**config.mk**
```make
export PLATFORM = sky130hd
export DESIGN_NAME = dct2d_8x8
export DESIGN_NICKNAME = d
export VERILOG_FILES = /design/src/rtl/dct2d_pkg.sv /design/src/rtl/dct_even4.sv /design/src/rtl/dct_odd4.sv /design/src/rtl/dct_1d8.sv /design/src/rtl/tpose_store.sv /design/src/rtl/dct2d_seq.sv /design/src/rtl/dct2d_8x8.sv
export SDC_FILE = /design/constraint.sdc
export NUM_CORES = 2
export LEC_CHECK = 0
export ABC_AREA = 1
export BUFFER_PORTS_ARGS = -buffer_cell sky130_fd_sc_hd__buf_4
export CAP_MARGIN = 20
export CORE_MARGIN = 2
export CORE_UTILIZATION = 46
export DETAILED_ROUTE_END_ITERATION = 10
export SYNTH_ARGS = -nofsm -noshare
export SYNTH_HDL_FRONTEND = slang
export SYNTH_SLANG_ARGS = --single-unit
```
**constraint.sdc**
```tcl
create_clock -name clk -period 13.91 [get_ports clk]
set_input_delay 1.391 -clock clk [delete_from_list [all_inputs] [get_ports clk]]
set_output_delay 1.391 -clock clk [all_outputs]
set_load 0.03 [all_outputs]
```
**src/rtl/dct2d_pkg.sv**
```systemverilog
`timescale 1ns/1ps
// Shared definitions for the 8x8 two-pass transform.
// Assumes the transform length is fixed at 8 (the kernel is 8-point).
package dct2d_pkg;

    localparam int N_PTS = 8;

    // Odd-half kernel: entry [k][j] weights difference j for output 2k+1.
    localparam int ODD_TAB [4][4] = '{
        '{89,  75,  50,  18},
        '{75, -18, -89, -50},
        '{50, -89,  18,  75},
        '{18, -50,  75, -89}
    };

    // Sequencer phases of one block.
    typedef enum logic [1:0] {
        PH_IDLE = 2'd0,
        PH_ROWS = 2'd1,
        PH_COLS = 2'd2,
        PH_FIN  = 2'd3
    } phase_e;

endpackage

```
**src/rtl/dct_even4.sv**
```systemverilog
`timescale 1ns/1ps
// Even half of the 8-point transform: 4-point transform of the folded sums.
// Input lane k carries x[k]+x[7-k]; output lane k carries y[2k].
// Assumes W is wide enough to hold 512x the input magnitude.
module dct_even4 #(
    parameter int W = 26
) (
    input  logic [4*W-1:0] e_flat,
    output logic [4*W-1:0] y_flat
);
    localparam logic signed [W-1:0] K64 = W'(64);
    localparam logic signed [W-1:0] K83 = W'(83);
    localparam logic signed [W-1:0] K36 = W'(36);

    logic signed [W-1:0] e [4];
    logic signed [W-1:0] ss0, ss1, sd0, sd1;

    for (genvar k = 0; k < 4; k++) begin : g_unpack
        assign e[k] = e_flat[k*W +: W];
    end

    // Second fold of the even half.
    always_comb begin
        ss0 = e[0] + e[3];
        ss1 = e[1] + e[2];
        sd0 = e[0] - e[3];
        sd1 = e[1] - e[2];
    end

    // Weighted outputs for y0, y2, y4, y6.
    always_comb begin
        y_flat[0*W +: W] = K64 * (ss0 + ss1);
        y_flat[1*W +: W] = K83 * sd0 + K36 * sd1;
        y_flat[2*W +: W] = K64 * (ss0 - ss1);
        y_flat[3*W +: W] = K36 * sd0 - K83 * sd1;
    end
endmodule

```
**src/rtl/dct_odd4.sv**
```systemverilog
`timescale 1ns/1ps
// Odd half of the 8-point transform.
// Input lane j carries x[j]-x[7-j]; output lane k carries y[2k+1].
// Assumes W is wide enough to hold 512x the input magnitude.
module dct_odd4 #(
    parameter int W = 26
) (
    input  logic [4*W-1:0] o_flat,
    output logic [4*W-1:0] y_flat
);
    import dct2d_pkg::*;

    logic signed [W-1:0] o [4];

    for (genvar j = 0; j < 4; j++) begin : g_unpack
        assign o[j] = o_flat[j*W +: W];
    end

    for (genvar k = 0; k < 4; k++) begin : g_out
        logic signed [W-1:0] acc;
        // Constant-weight dot product for one odd output.
        always_comb begin
            acc = '0;
            for (int j = 0; j < 4; j++) begin
                acc = acc + W'(ODD_TAB[k][j]) * o[j];
            end
        end
        assign y_flat[k*W +: W] = acc;
    end
endmodule

```
**src/rtl/dct_1d8.sv**
```systemverilog
`timescale 1ns/1ps
// 8-point 1-D integer transform, full precision, purely combinational.
// Lane k of x_flat is sample k; lane k of y_flat is frequency k.
// Assumes inputs are already sign-extended to W bits.
module dct_1d8 #(
    parameter int W = 26
) (
    input  logic [8*W-1:0] x_flat,
    output logic [8*W-1:0] y_flat
);
    logic signed [W-1:0] x [8];
    logic [4*W-1:0] sum_flat, dif_flat, ev_flat, od_flat;

    for (genvar k = 0; k < 8; k++) begin : g_unpack
        assign x[k] = x_flat[k*W +: W];
    end

    for (genvar k = 0; k < 4; k++) begin : g_fold
        assign sum_flat[k*W +: W] = x[k] + x[7-k];
        assign dif_flat[k*W +: W] = x[k] - x[7-k];
    end

    dct_even4 #(.W(W)) i_even (.e_flat(sum_flat), .y_flat(ev_flat));
    dct_odd4  #(.W(W)) i_odd  (.o_flat(dif_flat), .y_flat(od_flat));

    for (genvar k = 0; k < 4; k++) begin : g_merge
        assign y_flat[(2*k)*W   +: W] = ev_flat[k*W +: W];
        assign y_flat[(2*k+1)*W +: W] = od_flat[k*W +: W];
    end
endmodule

```
**src/rtl/tpose_store.sv**
```systemverilog
`timescale 1ns/1ps
// Corner-turn store: N x N words, one full row written per cycle,
// one full column read per cycle (combinational read).
// Assumes the controller never reads a column before all rows are written.
module tpose_store #(
    parameter int N = 8,
    parameter int W = 16
) (
    input  logic                 clk,
    input  logic                 wr_en,
    input  logic [$clog2(N)-1:0] wr_row,
    input  logic [N*W-1:0]       wr_data,
    input  logic [$clog2(N)-1:0] rd_col,
    output logic [N*W-1:0]       rd_data
);
    logic [W-1:0] mem [N][N];

    // Row write port.
    always_ff @(posedge clk) begin
        if (wr_en) begin
            for (int c = 0; c < N; c++) begin
                mem[wr_row][c] <= wr_data[c*W +: W];
            end
        end
    end

    for (genvar r = 0; r < N; r++) begin : g_rd
        assign rd_data[r*W +: W] = mem[r][rd_col];
    end
endmodule

```
**src/rtl/dct2d_seq.sv**
```systemverilog
`timescale 1ns/1ps
// Block sequencer: idle -> N row handshakes -> N column handshakes -> done.
// The lane index doubles as store row (write) and store column (read).
// Assumes N is a power of two so the index wraps to zero by itself.
module dct2d_seq #(
    parameter int N = 8
) (
    input  logic                 clk,
    input  logic                 rst_n,
    input  logic                 start,
    input  logic                 row_valid,
    input  logic                 col_ready,
    output logic                 row_ready,
    output logic                 col_valid,
    output logic                 done,
    output logic                 row_fire,
    output logic                 col_phase,
    output logic [$clog2(N)-1:0] idx
);
    import dct2d_pkg::*;

    localparam int IW = $clog2(N);
    localparam logic [IW-1:0] LAST = IW'(N - 1);

    phase_e phase;

    // Phase and index register.
    always_ff @(posedge clk) begin
        if (!rst_n) begin
            phase <= PH_IDLE;
            idx   <= '0;
        end else begin
            case (phase)
                PH_IDLE: if (start) begin
                    phase <= PH_ROWS;
                    idx   <= '0;
                end
                PH_ROWS: if (row_valid) begin
                    idx <= idx + 1'b1;
                    if (idx == LAST) phase <= PH_COLS;
                end
                PH_COLS: if (col_ready) begin
                    idx <= idx + 1'b1;
                    if (idx == LAST) phase <= PH_FIN;
                end
                default: phase <= PH_IDLE;
            endcase
        end
    end

    // Handshake outputs decoded from the phase.
    always_comb begin
        row_ready = (phase == PH_ROWS);
        col_valid = (phase == PH_COLS);
        done      = (phase == PH_FIN);
        col_phase = col_valid;
        row_fire  = row_ready && row_valid;
    end
endmodule

```
**src/rtl/dct2d_8x8.sv**
```systemverilog
`timescale 1ns/1ps
// Two-pass 8x8 integer transform with one shared 1-D unit.
// Rows are transformed, rounded by SH_ROW and stored; columns are read back,
// transformed and rounded by SH_COL. Assumes BUF_W >= PIX_W.
module dct2d_8x8 #(
    parameter int PIX_W  = 8,
    parameter int BUF_W  = 16,
    parameter int OUT_W  = 16,
    parameter int SH_ROW = 2,
    parameter int SH_COL = 9
) (
    input  logic                            clk,
    input  logic                            rst_n,
    input  logic                            start,
    output logic                            done,
    input  logic                            row_valid,
    output logic                            row_ready,
    input  logic [dct2d_pkg::N_PTS*PIX_W-1:0] row_data,
    output logic                            col_valid,
    input  logic                            col_ready,
    output logic [dct2d_pkg::N_PTS*OUT_W-1:0] col_data
);
    import dct2d_pkg::*;

    localparam int N      = N_PTS;
    localparam int IW     = $clog2(N);
    localparam int ACC_W  = BUF_W + 10;
    localparam int RND_RW = 1 << (SH_ROW - 1);
    localparam int RND_CL = 1 << (SH_COL - 1);

    logic            row_fire, col_phase;
    logic [IW-1:0]   idx;
    logic [N*ACC_W-1:0] unit_in, unit_out;
    logic [N*BUF_W-1:0] stage_wr, stage_rd;

    dct2d_seq #(.N(N)) i_seq (
        .clk(clk), .rst_n(rst_n), .start(start),
        .row_valid(row_valid), .col_ready(col_ready),
        .row_ready(row_ready), .col_valid(col_valid), .done(done),
        .row_fire(row_fire), .col_phase(col_phase), .idx(idx)
    );

    // Per-lane input select, sign extension and rounding of both passes.
    for (genvar k = 0; k < N; k++) begin : g_lane
        logic signed [ACC_W-1:0] yk;
        assign unit_in[k*ACC_W +: ACC_W] = col_phase
            ? ACC_W'($signed(stage_rd[k*BUF_W +: BUF_W]))
            : ACC_W'($signed(row_data[k*PIX_W +: PIX_W]));
        assign yk = unit_out[k*ACC_W +: ACC_W];
        assign stage_wr[k*BUF_W +: BUF_W] = BUF_W'((yk + ACC_W'(RND_RW)) >>> SH_ROW);
        assign col_data[k*OUT_W +: OUT_W] = OUT_W'((yk + ACC_W'(RND_CL)) >>> SH_COL);
    end

    dct_1d8 #(.W(ACC_W)) i_unit (.x_flat(unit_in), .y_flat(unit_out));

    tpose_store #(.N(N), .W(BUF_W)) i_store (
        .clk(clk), .wr_en(row_fire), .wr_row(idx), .wr_data(stage_wr),
        .rd_col(idx), .rd_data(stage_rd)
    );
endmodule

```
Yosys cells after proc, flatten, opt, wreduce, memory -nomap -nowiden
Memory sizes are Yosys's and may differ from the RTL's.
Index checks and enable logic that the tools add are counted.

cells by class
  $lt $le $gt $ge = 1
  reduce and logical (&&, ||, !) cells = 5
  add/subtract/negate cells = 45
  bitwise logic cells = 1
  muxes and demuxes = 44
  equal/unequal tests = 9
  multipliers = 20

operator list
  cell                    count
  $bmux 16 s3             8
  $add 25x25->25          13
  $mul 8x26->25 const A   10
  $mux 16                 16
  $mux 26                 8
  $add 25x10->25 const B  8
  $sub 26x26->26          6
  $add 18x3->18 const B   8
  $add 26x26->26          4
  $mul 5x26->24 const A   4
  $mul 6x26->24 const A   4
  $add 19x19->19          3
  $mul 5x26->23 const A   2
  $sub 25x25->25          1
  $sub 19x19->19          1
  $mux 2                  5
  $mux 3                  3
  $pmux 3 s3              1
  $ne 2x2->1 const B      3
  $pmux 2 s3              1
  $reduce_and 5->1        1
  $eq 2x2->1 const B      2
  $ge 4x4->1 const B      1
  $ne 2x1->1 const B      2
  9 further kinds         10

word-level totals
  output and inout port bits = 131
  logic and storage cells = 128
  memories = 1
  bits in registers = 5
  RAM bits = 1024
  input port bits = 69

memories
  name         depth  width  rd ports  clocked after Yosys merged registers in  write ports  line               source
  i_store.mem  8      128    8         0                                        1            tpose_store.sv:16  logic [W-1:0] mem [N][N];

Depth between registers and ports, before layout
  depth after elaboration = 11
  mapped depth = 73
  gate-level depth less buffers = 68

Hierarchy
Synthesis repeated with hierarchy kept, for this count alone.

second synthesis, totals
  cell total of the unflattened synthesis = 16127
  area total of the unflattened synthesis = 126407.5 um^2

modules (own cells, without submodules)
  module       times used  sequential area each (um^2)  cells an instance  area an instance (um^2)
  tpose_store  1           30749.5                      4442               44515.2
  dct_odd4     1           0.0                          5032               44238.7
  dct_even4    1           0.0                          2384               16554.6
  dct_1d8      1           0.0                          2684               13708.1
  dct2d_8x8    1           0.0                          1534               7016.7
  dct2d_seq    1           100.1                        51                 374.1

Worst setup path before layout
Ideal clock, no wire load.

  path type = input to register
  start point = input row_valid
  end point = memory i_store.mem[2][0] (netlist name) (enable)
  path slack = 0.236 ns
  path buffers = 0
  arrival = 12.785 ns
  stages = 2
  cell sequence = nand2_1 nor4_1

between the ends
  longest elaborated chain between the ends = 3

RTL lines
  what                          line               source
  from (decl)                   dct2d_8x8.sv:16    input logic row_valid,
  $logic_and 1x1->1             dct2d_seq.sv:57    row_fire = row_ready && row_valid;
  $mux 1                        tpose_store.sv:20  if (wr_en) begin
  $mux 1 (not written as such)  tpose_store.sv:22  mem[wr_row][c] <= wr_data[c*W +: W];
  to (decl)                     tpose_store.sv:16

No other way between the ends.

Final worst setup path
  start point = register i_seq.idx[0]
  end point = output col_data[127] (netlist name)

between the ends
  longest elaborated chain between the ends = 11

RTL lines
  what                                            line               source
  from (decl)                                     dct2d_seq.sv:18    output logic [$clog2(N)-1:0] idx
  from (signal assigned)                          dct2d_seq.sv:39    idx <= idx + 1'b1;
  from (signal assigned)                          dct2d_seq.sv:43    idx <= idx + 1'b1;
  $not 3->4 (not written as such) (*)             tpose_store.sv:28  assign rd_data[r*W +: W] = mem[r][rd_col];
  $bmux 16 s3                                     tpose_store.sv:28
  $mux 16 (not written as such) (2 in series)     tpose_store.sv:28
  $mux 26                                         dct2d_8x8.sv:47    ? ACC_W'($signed(stage_rd[k*BUF_W +: BUF_W]))
  $sub 26x26->26                                  dct_1d8.sv:20      assign dif_flat[k*W +: W] = x[k] - x[7-k];
  $mul 5x26->24 or $mul 6x26->24 (tied branches)  dct_odd4.sv:25     acc = acc + W'(ODD_TAB[k][j]) * o[j];
  $add 25x25->25 (2 in series)                    dct_odd4.sv:25
  $add 25x25->25 (*)                              dct_odd4.sv:25
  $add 25x10->25 (*)                              dct2d_8x8.sv:51    assign col_data[k*OUT_W +: OUT_W] = OUT_W'((yk + ACC_W'(RND_CL)) >>> SH_COL);
  to (decl)                                       dct2d_8x8.sv:21    output logic [dct2d_pkg::N_PTS*OUT_W-1:0] col_data

Mark *: on every way between the ends. The rest lies on a longest branch, timed or not. The select of a mux whose other input is x is not followed.

==> results.txt <==
CTS hold repair buffers: 0
Share of async-settable or async-resettable flops after synthesis: 0%
Signed area change from the synthesized netlist to the final layout: 23.44%
RR Startpoint: i_seq.idx[0]
Sequential cell area fraction in the yosys report: 27.68%
Master cell of the clock root buffer: clkbuf_16
Peak Freq: 0.07306 GHz
Horizontal die dimension: 478.7 um
Worst EP required: 12520 ps
Worst slack on hold paths: 572.1 ps
Htree depth: 3
Number of synthesized flops with an enable pin: 952
Number of top-level pins: 200
Largest net degree at the start of global routing: 71
Initial antenna violation count: 21
Worst Min Path Start: i_seq.phase[1]
Area of the core: 224500 sq um
Largest stage delay on the critical path: 550 ps
Bufs and invs on worst path: 18
Highest fanout seen on the critical path: 17
# DRC: 0
Cell area reported after detailed placement: 120700 sq um
Wire length after detailed routing: 442300 um
Placed Instances: 15.63k
Worst-Skew Late Latency: 670 ps
Type of element launching the critical path: flop
Clock net sink count: 957
Summed area of non-filler cells in the final layout: 127900 sq um
Drt first-iter violations: 8539
Number of global-route vias before repair: 88.16k
Cell with the largest stage delay on the worst path: fa_1
Clock-pin transition on the worst setup and hold timing paths: 70 ps
Number of nets in the finished design: 15.23k
Detailed Place HPWL: 373800 um
Mapped Cells: 11.09k
Library cell occupying the most area in the post-synthesis netlist: edfxtp_1
Number of distinct library cell variants in the gate-level netlist after synthesis: 78
Post-synthesis instance area: 103600 sq um
Initial Util: 46.17%
Unrepaired setup endpoints after global routing: yes
Number of placement rows: 174
Outcome: complete, no violations
Chip Height: 478.7 um
Length of the first detailed-routing pass in iterations: 6
Wirelength per Cell: 27.86 um
Share of layout cells above drive strength 1: 20.81%
Post-Syn Nets: 13.51k
Final RePlAce weighted congestion: 1.034
Number of standard cells in the final layout excluding fillers: 15.88k
Top layer reached by signal wires: met5
Slew at the pin closest to its max-slew limit: 1239 ps
Amount of wire on met2 after detailed routing: 193800 um
Share of the synthesized area in the top cell type: 27.58%
Final critical path time including I/O delays and setup: 13690 ps
Number of buffers inserted during clock tree synthesis: 76
Routed length on met3: 35000 um
Relative slew margins: 17.38%
Buffers on Ports: 199
TritonCTS clock tree: yes
Number of vias in the routed layout: 87.92k
Flops & latches, synth: 957
Crit Reg-Reg Endpoint: i_store.mem[0][74]
Global-route wire length before repair: 626300 um
Die Footprint: 229100 sq um
Total grt overflow: 0
Count of endpoints failing setup in the final report: 0
Main synth FF type: edfxtp_1
Final worst clock skew: 33.99 ps
Max-Cap Viols: 0
Count of cells along the worst register-to-register path: 45
Cell types with the largest area share after synthesis: edfxtp_1 (28%), fa_1 (19%), ha_1 (17%)
R2r setup slk: 1850 ps
Number of hold-slack violations in the final timing report: 0
Worst hold path type: flop to flop
Crit-path leading delay family: adder cells
Final antenna-violating net count: 0
CP arrival: 12300 ps
Crit path kind: flop to primary output
Buffer depth of the longest clock path: 3
Gr usage total: 38.00%
Utilization after layout: 57.00%
Hold path depth: 2
Count of yosys warnings during synthesis: 0
Portion of the clock cycle consumed by the worst path in the final layout: 98.39%
Average instance area after synthesis: 9.344 sq um
Most repeated library cell on the critical path: nand2_1
Hold Path Sink: i_seq.phase[1]
Pins Over Slew Limit: 0
Kind of capture point of the worst setup path: primary output
Number of vias per cell: 5.538
WL met1: 185600 um
[cells in the mapped netlist (81+ instances only)]
library cell,count
nor3_1,90
nand4_1,154
nand2_1,1851
fa_1,976
inv_1,2259
xnor2_1,166
nor2_1,486
clkbuf_1,111
nand3_1,382
xor2_1,529
a221oi_1,147
a22oi_1,81
edfxtp_1,952
a21oi_1,635
ha_1,1368
o21ai_0,262
[metrics by stage]
stage / setup TNS, ps / setup slack (ps)
CTS: -120.8 / -70.93
global route: -1694 / -261.2
global placement: -1848 / -500.0
finish: 0 / 223.3
floorplan: 0 / 235.6
detailed placement: -1654 / -351.0
[layout make-up]
| type | count | area [sq um] |
|---|---|---|
| flip-flops and latches | 957 | 28700 |
| clock buffers | 85 | 1957 |
| multi-input cells | 7655 | 69270 |
| well taps | 2992 | 3744 |
| repair buffers | 1846 | 15090 |
| fillers | 20070 | 96520 |
| diodes | 10 | 25.02 |
| clock inverters | 52 | 535.5 |
| inverters | 2280 | 8613 |
[worst max path at each step]
stage,slack [ps],from,end,depth (start not counted)
4_1_cts,-70,i_seq.idx[1],col_data[63],57
2_1_floorplan,240,row_valid,i_store.mem[2][0],2
3_3_place_gp,-500,row_data[48],col_data[63],59
6_report,220,i_seq.idx[0],col_data[127],59
3_5_place_dp,-350,row_data[48],col_data[63],59
5_1_grt,-260,i_seq.idx[2],col_data[127],55
[timing repair]
| action | CTS | global route |
|---|---|---|
| gates cloned | 5 | 5 |
| resized for setup | 188 | 569 |
| setup buffers | 18 | 71 |
| pin swaps | 38 | 204 |
| setup endpoints to repair | 42 | 46 |
[placed cells by master (no fill, tap or decap), drive strengths merged, types with 282 or more instances in the layout]
cell / netlist / final
inv: 2273 / 2270
nand2: 1870 / 1870
buf: 87 / 1835
ha: 1368 / 1368
fa: 976 / 976
edfxtp: 952 / 952
a21oi: 640 / 640
xor2: 544 / 544
nor2: 496 / 496
nand3: 393 / 393
o21ai: 282 / 282
[state kept, by name, indices dropped and copies added (netlist names)]
| signal | count |
|---|---|
| i_seq.phase | 2 |
| i_store.mem | 952 |
| i_seq.idx | 3 |
[routing by layer]
layer / vias up / GRT usage, %
met5: - / 0
met4: 10 / 18.30
met3: 742 / 6.568
met2: 3649 / 58.52
met1: 43820 / 51.99
li1: 39700 / -
[worst register-to-register path: cells and delay by family (launching register included)]
family / cells / cell delay, ps
buf+inv: 15 / 2120
xor+xnor: 4 / 1070
simple gates: 9 / 2050
compound gates: 3 / 520
fa+ha+maj: 14 / 5640
flops: 1 / 380
[cell families after synthesis]
kind of cell,synth area share (%)
and+or+nand+nor,12.76
buffers and inverters,9.117
adders and majority gates,35.37
AOI/OAI and AO/OA,8.882
DFF,27.68
xor gates and xnor gates,6.169
muxes,0.02173
Power is not shown: default switching activity piles up to over one toggle a cycle in this logic, so the estimate is an artifact.
